<file path="config.mk">
export PLATFORM = sky130hd
export DESIGN_NAME = serial_rx_addrfilt
export DESIGN_NICKNAME = d
export VERILOG_FILES = /design/src/rtl/srx_pkg.sv /design/src/rtl/srx_rst_sync.sv /design/src/rtl/srx_sync.sv /design/src/rtl/srx_frame_fsm.sv /design/src/rtl/srx_addr_match.sv /design/src/rtl/serial_rx_addrfilt.sv
export SDC_FILE = /design/constraint.sdc
export NUM_CORES = 1
export LEC_CHECK = 0
export ABC_CLOCK_PERIOD_IN_PS = 1400
export BUFFER_PORTS_ARGS = -buffer_cell sky130_fd_sc_hd__buf_2
export CORE_MARGIN = 2
export CORE_UTILIZATION = 40
export DETAILED_ROUTE_END_ITERATION = 8
export GPL_TIMING_DRIVEN = 0
export PLACE_DENSITY = 0.59
export SKIP_LAST_GASP = 1
export SYNTH_ARGS = -nofsm -noshare
export SYNTH_HDL_FRONTEND = slang
export SYNTH_SLANG_ARGS = --single-unit
</file>
<file path="constraint.sdc">
create_clock -name clk -period 1.4 [get_ports clk]
set_input_delay 0.35 -clock clk [delete_from_list [all_inputs] [get_ports clk]]
set_output_delay 0.35 -clock clk [all_outputs]
set_load 0.03 [all_outputs]
</file>
<file path="src/rtl/srx_pkg.sv">
package srx_pkg;

  typedef enum logic [1:0] {
    ST_IDLE  = 2'd0,
    ST_START = 2'd1,
    ST_DATA  = 2'd2,
    ST_STOP  = 2'd3
  } srx_state_e;

  // two-of-three majority
  function automatic logic vote3(input logic a, input logic b, input logic c);
    return (a & b) | (a & c) | (b & c);
  endfunction

endpackage

</file>
<file path="src/rtl/srx_rst_sync.sv">
module srx_rst_sync #(
  parameter int STAGES = 2
) (
  input  logic clk,
  input  logic rst_n,
  output logic rst_n_sync
);

  logic [STAGES-1:0] chain_q;

  always_ff @(posedge clk or negedge rst_n) begin
    if (!rst_n) begin
      chain_q <= '0;
    end else begin
      chain_q <= {chain_q[STAGES-2:0], 1'b1};
    end
  end

  assign rst_n_sync = chain_q[STAGES-1];

endmodule

</file>
<file path="src/rtl/srx_sync.sv">
module srx_sync #(
  parameter int   STAGES    = 2,
  parameter logic RESET_VAL = 1'b1
) (
  input  logic clk,
  input  logic rst_n,
  input  logic din,
  output logic dout
);

  logic [STAGES-1:0] chain_q;
  logic [STAGES-1:0] chain_d;

  generate
    if (STAGES == 1) begin : g_single
      assign chain_d = din;
    end else begin : g_multi
      assign chain_d = {chain_q[STAGES-2:0], din};
    end
  endgenerate

  always_ff @(posedge clk or negedge rst_n) begin
    if (!rst_n) begin
      chain_q <= {STAGES{RESET_VAL}};
    end else begin
      chain_q <= chain_d;
    end
  end

  assign dout = chain_q[STAGES-1];

endmodule

</file>
<file path="src/rtl/srx_frame_fsm.sv">
module srx_frame_fsm
  import srx_pkg::*;
#(
  parameter int OSR = 16,
  parameter int DW  = 8
) (
  input  logic          clk,
  input  logic          rst_n,
  input  logic          tick,
  input  logic          rxd_s,
  input  logic          nine_bit,
  output logic          frm_valid,
  output logic [DW-1:0] frm_data,
  output logic          frm_ninth,
  output logic          frm_stop_ok
);

  localparam int CW     = $clog2(OSR);
  localparam int IW     = $clog2(DW + 1);
  localparam int SMP_A  = OSR / 2 - 1;
  localparam int SMP_B  = OSR / 2;
  localparam int SMP_C  = OSR / 2 + 1;
  localparam int LAST_T = OSR - 1;

  srx_state_e    state_q, state_d;
  logic [CW-1:0] cnt_q, cnt_d;
  logic [IW-1:0] idx_q, idx_d;
  logic [1:0]    smp_q, smp_d;
  logic [DW:0]   shift_q, shift_d;

  logic          vote;
  logic          at_a, at_b, at_c, at_last;
  logic [IW-1:0] last_idx;

  assign at_a     = (cnt_q == CW'(SMP_A));
  assign at_b     = (cnt_q == CW'(SMP_B));
  assign at_c     = (cnt_q == CW'(SMP_C));
  assign at_last  = (cnt_q == CW'(LAST_T));
  assign vote     = vote3(smp_q[0], smp_q[1], rxd_s);
  assign last_idx = nine_bit ? IW'(DW) : IW'(DW - 1);

  always_comb begin
    state_d     = state_q;
    cnt_d       = cnt_q;
    idx_d       = idx_q;
    smp_d       = smp_q;
    shift_d     = shift_q;
    frm_valid   = 1'b0;
    frm_stop_ok = vote;
    frm_ninth   = nine_bit ? shift_q[DW] : vote;
    if (tick) begin
      if (state_q != ST_IDLE) begin
        cnt_d = cnt_q + CW'(1);
        if (at_a) smp_d[0] = rxd_s;
        if (at_b) smp_d[1] = rxd_s;
      end
      unique case (state_q)
        ST_IDLE: begin
          if (!rxd_s) begin
            state_d = ST_START;
            cnt_d   = CW'(1);
          end
        end
        ST_START: begin
          if (at_c && vote) begin
            state_d = ST_IDLE;
            cnt_d   = '0;
          end else if (at_last) begin
            state_d = ST_DATA;
            cnt_d   = '0;
            idx_d   = '0;
          end
        end
        ST_DATA: begin
          if (at_c) shift_d[idx_q] = vote;
          if (at_last) begin
            cnt_d = '0;
            if (idx_q == last_idx) state_d = ST_STOP;
            else                   idx_d   = idx_q + IW'(1);
          end
        end
        ST_STOP: begin
          if (at_c) begin
            frm_valid = 1'b1;
            state_d   = ST_IDLE;
            cnt_d     = '0;
          end
        end
        default: state_d = ST_IDLE;
      endcase
    end
  end

  always_ff @(posedge clk or negedge rst_n) begin
    if (!rst_n) begin
      state_q <= ST_IDLE;
      cnt_q   <= '0;
      idx_q   <= '0;
      smp_q   <= '0;
      shift_q <= '0;
    end else if (tick) begin
      state_q <= state_d;
      cnt_q   <= cnt_d;
      idx_q   <= idx_d;
      smp_q   <= smp_d;
      shift_q <= shift_d;
    end
  end

  assign frm_data = shift_q[DW-1:0];

  // bit timing advances only on baud ticks
  a_r2_cnt_holds_without_tick: assert property (@(posedge clk) disable iff (!rst_n)
    !tick |=> $stable(cnt_q));

  // a completed frame is reported for exactly one cycle
  a_r2_valid_single_cycle: assert property (@(posedge clk) disable iff (!rst_n)
    frm_valid |=> !frm_valid);

  // a start bit voted high returns to idle
  a_r5_start_abort: assert property (@(posedge clk) disable iff (!rst_n)
    (state_q == ST_START && tick && at_c && rxd_s && smp_q[0] && smp_q[1])
      |=> (state_q == ST_IDLE));

endmodule

</file>
<file path="src/rtl/srx_addr_match.sv">
module srx_addr_match #(
  parameter int DW = 8
) (
  input  logic [DW-1:0] rx_byte,
  input  logic [DW-1:0] own_addr,
  input  logic [DW-1:0] cmp_mask,
  output logic          hit
);

  logic [DW-1:0] diff;
  logic [DW-1:0] bcast_eq;

  genvar i;
  generate
    for (i = 0; i < DW; i++) begin : g_bit
      assign diff[i]     = cmp_mask[i] & (rx_byte[i] ^ own_addr[i]);
      assign bcast_eq[i] = (rx_byte[i] == (own_addr[i] | cmp_mask[i]));
    end
  endgenerate

  assign hit = ~|diff | &bcast_eq;

endmodule

</file>
<file path="src/rtl/serial_rx_addrfilt.sv">
module serial_rx_addrfilt
  import srx_pkg::*;
#(
  parameter int OSR         = 16,
  parameter int DW          = 8,
  parameter int SYNC_STAGES = 2
) (
  input  logic          clk,
  input  logic          rst_n,
  input  logic          rxd,
  input  logic          baud_tick,
  input  logic          nine_bit_mode,
  input  logic          mp_en,
  input  logic [DW-1:0] slave_addr,
  input  logic [DW-1:0] addr_mask,
  input  logic          done_clr,
  input  logic          fe_clr,
  output logic [DW-1:0] rx_data,
  output logic          rx_bit9,
  output logic          rx_done,
  output logic          frame_err
);

  logic          rst_n_i;
  logic          rxd_s;
  logic          frm_valid;
  logic [DW-1:0] frm_data;
  logic          frm_ninth;
  logic          frm_stop_ok;
  logic          addr_hit;
  logic          accept;

  logic [DW-1:0] data_q, data_d;
  logic          b9_q, b9_d;
  logic          done_q, done_d;
  logic          fe_q, fe_d;

  srx_rst_sync #(.STAGES(2)) u_rst_sync (
    .clk        (clk),
    .rst_n      (rst_n),
    .rst_n_sync (rst_n_i)
  );

  srx_sync #(.STAGES(SYNC_STAGES), .RESET_VAL(1'b1)) u_line_sync (
    .clk   (clk),
    .rst_n (rst_n_i),
    .din   (rxd),
    .dout  (rxd_s)
  );

  srx_frame_fsm #(.OSR(OSR), .DW(DW)) u_frame (
    .clk         (clk),
    .rst_n       (rst_n_i),
    .tick        (baud_tick),
    .rxd_s       (rxd_s),
    .nine_bit    (nine_bit_mode),
    .frm_valid   (frm_valid),
    .frm_data    (frm_data),
    .frm_ninth   (frm_ninth),
    .frm_stop_ok (frm_stop_ok)
  );

  srx_addr_match #(.DW(DW)) u_match (
    .rx_byte  (frm_data),
    .own_addr (slave_addr),
    .cmp_mask (addr_mask),
    .hit      (addr_hit)
  );

  assign accept = frm_valid & (~mp_en | (frm_ninth & addr_hit));

  always_comb begin
    data_d = data_q;
    b9_d   = b9_q;
    done_d = done_q;
    fe_d   = fe_q;
    if (accept) begin
      data_d = frm_data;
      b9_d   = frm_ninth;
      done_d = 1'b1;
    end else if (done_clr) begin
      done_d = 1'b0;
    end
    if (frm_valid && !frm_stop_ok) begin
      fe_d = 1'b1;
    end else if (fe_clr) begin
      fe_d = 1'b0;
    end
  end

  always_ff @(posedge clk or negedge rst_n_i) begin
    if (!rst_n_i) begin
      data_q <= '0;
      b9_q   <= 1'b0;
      done_q <= 1'b0;
      fe_q   <= 1'b0;
    end else begin
      data_q <= data_d;
      b9_q   <= b9_d;
      done_q <= done_d;
      fe_q   <= fe_d;
    end
  end

  assign rx_data   = data_q;
  assign rx_bit9   = b9_q;
  assign rx_done   = done_q;
  assign frame_err = fe_q;

  // framing error is sticky without a clear strobe
  a_r6_fe_sticky: assert property (@(posedge clk) disable iff (!rst_n_i)
    (frame_err && !fe_clr) |=> frame_err);

  // framing error falls only after a clear strobe
  a_r7_fe_fall_needs_clr: assert property (@(posedge clk) disable iff (!rst_n_i)
    $fell(frame_err) |-> $past(fe_clr));

  // receive-complete rises only on a finished frame
  a_r8_done_rise_on_frame: assert property (@(posedge clk) disable iff (!rst_n_i)
    $rose(rx_done) |-> $past(frm_valid));

  // a frame without address marker in filtering mode leaves data untouched
  a_r9_mp_hold: assert property (@(posedge clk) disable iff (!rst_n_i)
    (frm_valid && mp_en && !frm_ninth) |=> ($stable(rx_data) && $stable(rx_bit9)));

endmodule

</file>
# Word level (Yosys, flattened, before mapping)
# Cells that the tools add are included.
dict set report word_totals {
  ff_bits 36
  inputBits 24
  output_inout_bits 11
  word_cells 121
}
dict set report op_classes {
  addsub 2
  magnitude_cmp 2
  n_eq_ne 24
  muxes 30
  bitwise_logic 34
  reduce_logical 17
}
# operator count
set ops {}
lappend ops {{2-to-1 mux 4 bit} 10}
lappend ops {{one-hot mux 4 bit (4 select lines)} 1}
lappend ops {{AND 1 bit} 13}
lappend ops {{equality test 4 bit (second input constant)} 3}
lappend ops {{2-to-1 mux 2 bit} 6}
lappend ops {{OR 1 bit} 12}
lappend ops {{AND reduction 6 bit} 2}
lappend ops {{bitwise mux 9 bit} 1}
lappend ops {{2-to-1 mux 1 bit} 9}
lappend ops {{AND reduction 3 bit} 3}
lappend ops {{adder 4 x 1 -> 4 bit (second input constant)} 2}
lappend ops {{equality test 1 bit} 8}
lappend ops {{inequality test 2 x 1 -> 1 bit (second input constant)} 4}
lappend ops {{one-hot mux 2 bit (4 select lines)} 1}
lappend ops {{one-hot mux 4 bit (2 select lines)} 1}
lappend ops {{AND reduction 8 bit} 1}
lappend ops {{nonzero test 2 bit} 4}
lappend ops {{OR reduction 8 bit} 1}
lappend ops {{XOR 1 bit} 8}
lappend ops {{inequality test 2 bit (second input constant)} 3}
lappend ops {{less-than comparator 4 x 5 -> 1 bit (second input constant)} 1}
lappend ops {{demux 1 bit (select 4 bit)} 1}
lappend ops {{equality test 2 bit (second input constant)} 2}
lappend ops {{equality test 4 x 3 -> 1 bit (second input constant)} 1}
lappend ops {{8 further kinds} 11}

# Logic depth before layout (Yosys ltp)
dict set report depth {
  depth_word 9
  mapped_depth 8
}

# Cells and area by module
# From an unflattened synthesis, not the netlist that was laid out.
dict set report unflattened {
  hier_cells 220
  area_unflattened_um2 2240.9
}
# mod instances cells_each area_each_um2
set modules_own_cells {}
lappend modules_own_cells {srx_frame_fsm 1 133 1343.8}
lappend modules_own_cells {serial_rx_addrfilt 1 50 566.8}
lappend modules_own_cells {srx_addr_match 1 32 224.0}
lappend modules_own_cells {srx_rst_sync 1 3 53.8}
lappend modules_own_cells {srx_sync 1 2 52.6}

# Worst setup path after synthesis
# Ideal clock, no wire load.
dict set report synth_timing {
  path_kind {reg2reg}
  start {register u_frame.state_q[0]}
  end {register u_frame.cnt_q[2]}
  setup_time_ps 118
  t_arrival_ps 1644
  required_time_ps 1282
  slack_ps -362
  path_stages_with_launch 9
  path_buffers 1
  synth_period_minus_slack_ps 1762
  cell_sequence {dfrtp_1 > inv_1 > ha_1 > buf_2 > nor4bb_1 > a211oi_2 > o21ai_2 > o21bai_1 > a21o_1}
}
dict set report synth_between {
  elab_chain_len 5
  word_cells_on_any_way 11
  classes_between {eq/ne (3); mux (6); reduce/logical (2)}
}
# item line_no
set synth_rtl {}
lappend synth_rtl {{from (decl)} srx_frame_fsm.sv:25} ;# srx_state_e state_q, state_d;
lappend synth_rtl {{from (signal assigned)} srx_frame_fsm.sv:102} ;# state_q <= state_d;
lappend synth_rtl {{nonzero test 2 bit} srx_frame_fsm.sv:52} ;# if (state_q != ST_IDLE) begin
lappend synth_rtl {{2-to-1 mux 4 bit} srx_frame_fsm.sv:52}
lappend synth_rtl {{2-to-1 mux 4 bit} {srx_frame_fsm.sv:68, srx_frame_fsm.sv:76}}
lappend synth_rtl {{2-to-1 mux 4 bit} srx_frame_fsm.sv:65} ;# if (at_c && vote) begin
lappend synth_rtl {{one-hot mux 4 bit (4 select lines) *} srx_frame_fsm.sv:57} ;# unique case (state_q)
lappend synth_rtl {{to (signal assigned)} srx_frame_fsm.sv:103} ;# cnt_q <= cnt_d;
lappend synth_rtl {{to (decl)} srx_frame_fsm.sv:26} ;# logic [CW-1:0] cnt_q, cnt_d;
# Every way passes the cells marked *; elsewhere a longest branch is shown, timed or not.
# A chain may end at the register's enable or synchronous reset.

# Worst setup path after layout
dict set report layout_timing {
  start {register u_frame.cnt_q[1]}
  end {register u_frame.shift_q[7]}
}
dict set report layout_between {
  elab_chain_len 2
}
# item line_no
set layout_rtl {}
lappend layout_rtl {{equality test 4 bit} srx_frame_fsm.sv:37} ;# assign at_c = (cnt_q == CW'(SMP_C));
lappend layout_rtl {{AND reduction 3 bit (no line)} n/a}
lappend layout_rtl {{to (signal assigned)} srx_frame_fsm.sv:106} ;# shift_q <= shift_d;
lappend layout_rtl {{to (decl)} srx_frame_fsm.sv:29} ;# logic [DW:0] shift_q, shift_d;
# No other way between the ends.

==> results.md <==
* Status: finished, violations left
* Violated checks: setup timing
* Die W at 78.3 um
* Placer Congestion at 0.847
* Critical path class: flip-flop to flip-flop
* Detailed Route Iter0 Violations at 59
* Unrepaired setup endpoints after global routing: yes
* Logic pwr share at 0.330
* R2R cell count at 8
* FILL cells at 463
* Setup violators final at 32
* Post-synth EDFFs at 0
* R2R Setup Slk at -0.37 ns
* Setup ws final at -0.374 ns
* Post-synth top flop: dfrtp_1
* Pwr Total at 3.05 mW
* Nets at around 330
* Clock Skews at 0.0111 ns
* Pre-CTS WS at -0.498 ns
* Worst slew pin tran at 0.765 ns
* Reg2reg start: u_frame.cnt_q[1]
* P_leak at between 1 and 1.5 nW
* Worst hold endpoint: u_line_sync.chain_q[0]
* Worst Path Arrival at just under 2 ns
* CTS tree: yes
* Count leader, synth: dfrtp_1
* P_sw at 1.04 mW
* Cell variety after synth at 49
* Die Y at between 70 and 80 um
* Cell count after synthesis at 227
* Worst Hold Class: input port to flip-flop
* Register area share after synthesis at 0.409
* Peak supply drop at 0.594 mV
* Clock slew at reported path FFs at 0.08 ns
* Crit-path max cell delay at 0.40 ns
* Sequential cell fraction of total power at 0.430
* GR Util All Layers at 0.185
* Cell area after synthesis at between 0.002 and 0.0025 mm2
* H-tree levels at 2
* Tcrit/Tclk final at 1.27
* Worst-path fanout max at 5
* Max Root-Sink Buffers at 2
* Net Count, Synth at 262
* Startpoint Class: flip-flop
* Final Max Tran Viols at 0
* Worst r2r dst: u_frame.shift_q[7]
* Clock Latency Late Sink at 0.29 ns
* Critical Path Slowest Stage Cell: dfrtp_1
* Initial Utilization at 0.409
* Share of cells above drive strength 1 at 0.482
* Ys async rst share at 1.00
* First-pass GRT wire length at 8780 um
* Synthesis-to-layout area growth at 42.7%
* CTS sink count at 36
* GR Overflow Total at 0
* Largest cells by area after synthesis: dfrtp_1 (39%), ha_1 (6.2%), inv_1 (4.8%)
* Vias in the first global route at 1861
* Post-Route Setup TNS at -8.73 ns
* Pre-antenna DRT Iters at 4
* Hold_sp: rxd
* Final hold vios at 0
* Normalized max-slew margin at 0.490
* Vias at 1946
* FMAX at about 0.56 GHz
* Drt wl/cell at 14.8 um
* Top cell type's share of synthesized area at 0.385
* Yosys top cell by area: dfrtp_1
* Cell Pwr Density at 968 mW/mm2
* Die footprint at 0.00613 mm2
* Root Buffer: clkbuf_8
* Cts bufs inserted at 5
* Boundary pin count at 35
* Final ANT Viol Nets at 0
* Largest net degree at the start of global routing at 35
* Max Cap Viol at 0
* Core area at 0.00541 mm2
* Crit path cell chain: inv_2, ha_4, and3b_1, buf_6, nand3_4, nor3b_4, nand2_1, mux2_4
* Final HPWL DP at 3540 um
* Critical Path RT at 1.58 ns
* # rows at 27
* Worst hold path cell count at 1
* Fin util at 0.583
* Number of warning messages in the yosys log at 0
* Sw Share at 0.340
* Drt drc at 0
* Port-buffer cells at 34
* DRT Wirelength at 5490 um
* Min Clock Period, post-route at 1.77 ns
* Initial antenna violation count at 0
* Synth cell count leaders: dfrtp_1 (34), inv_1 (28), nand2_1 (22)
* #FFs+latches synth at 36
* Clock network fraction of total power at 0.240
* Antenna fix cells at 0
* Internal Power at 2.01 mW
* Crit path capture type: flip-flop
* Via density at 5.25
* Per-instance average area after synthesis at 9.73 um2
[kinds of logic (layout without fill, tap and decap cells)]
group                      after synthesis  in the layout  synth area share
and+or+nand+nor                         70             70             0.185
AOI/OAI and AO/OA                       55             56             0.181
DFF                                     36             36             0.409
buffers and inverters                   33            104            0.0606
adders and majority gates               12             12            0.0669
muxes                                   11             11            0.0601
xor gates and xnor gates                 9              9            0.0357
other                                    1              1           0.00170
[power by group through the flow]
| stage | Combinational, mW | Clock [mW] | Sequential, mW |
|---|---|---|---|
| 2_1_floorplan | 0.476 | 0 | 1.29 |
| 3_3_place_gp | 0.622 | 0 | 1.32 |
| 3_5_place_dp | 0.634 | 0 | 1.33 |
| 4_1_cts | 0.836 | 0.763 | 1.31 |
| 5_1_grt | 1.10 | 0.810 | 1.34 |
| 6_report | 1.01 | 0.731 | 1.31 |
[through the flow]
step	instances	instance area, um2	hold WS (ns)
6_report	371	3150	0.145
5_1_grt	371	3150	0.130
4_1_cts	361	2950	0.135
3_5_place_dp	333	2510	0.138
3_3_place_gp	333	2510	0.135
2_1_floorplan	227	2250	0.0544
[cell type report]
| class | instances | area (um2) | area share |
|---|---|---|---|
| Timing Repair Buffer | 64 | 437 | 0.139 |
| Multi-Input combinational cell | 159 | 1500 | 0.476 |
| Clock buffer | 7 | 76.3 | 0.0242 |
| Sequential cell | 36 | 907 | 0.288 |
| Tap cell | 72 | 90.1 | 0.0286 |
| Buffer | 4 | 28.8 | 0.00913 |
| Inverter | 28 | 108 | 0.0342 |
| Clock inverter | 1 | 5.00 | 0.00159 |
[what timing repair did]
item,in CTS,in global routing
cloned,1,0
gates resized for setup,48,27
buffers inserted,19,11
endpoints found under the hold margin,2,0
setup endpoints to repair,32,32
hold buffers,1,0
pin swaps,20,12
[critical path: cells and delay by family (launching register included)]
| kind | cells | cell delay, ns |
|---|---|---|
| and+or+nand+nor | 4 | 0.59 |
| DFF | 1 | 0.40 |
| muxes | 1 | 0.31 |
| buffers and inverters | 2 | 0.23 |
| adders and majority gates | 1 | 0.13 |
[per-layer routing]
metal,up-vias,share of wire,global-route usage,routed length (um)
li1,950,-,-,-
met1,947,0.43,0.223,2380
met2,44,0.52,0.328,2850
met3,5,0.037,0.0425,203
met4,0,0.011,0.0579,61
met5,-,0,0,0
[worst max path at each step]
stage	endpoint	cells after the start	startpoint
floorplan	u_frame.shift_q[5]	8	u_frame.cnt_q[1]
global placement	rx_data[6]	8	u_frame.cnt_q[1]
detailed placement	rx_data[6]	8	u_frame.cnt_q[1]
CTS	u_frame.shift_q[6]	8	u_frame.cnt_q[1]
global route	rx_data[6]	9	u_frame.cnt_q[1]
finish	u_frame.shift_q[7]	8	u_frame.cnt_q[1]
[cells in the final DEF, fill, tap and decap left out, types with 4 or more instances in the layout]
master,instances
buf_4,22
buf_6,8
nor3_1,6
dfrtp_1,31
nor2_1,5
nor2_4,6
nand2_1,22
o21a_1,8
o21ai_1,6
mux2_2,6
o22ai_1,4
o22ai_2,4
nand4b_1,4
ha_1,6
nand3_1,5
ha_4,5
a22oi_1,4
xor2_1,9
inv_1,24
o221ai_2,8
clkbuf_8,5
buf_2,35
[state kept, by name (all words and copies together), names as in the netlist, named ones only]
| register | flops |
|---|---|
| u_frame.cnt_q | 4 |
| u_frame.smp_q | 2 |
| u_frame.idx_q | 4 |
| frame_err | 1 |
| u_frame.state_q | 1 |
| rx_done | 1 |
| rx_bit9 | 1 |
| u_frame.shift_q | 9 |
| rx_data | 8 |
| u_line_sync.chain_q | 2 |
| u_rst_sync.chain_q | 2 |
Power figures use the tool's default switching activity.
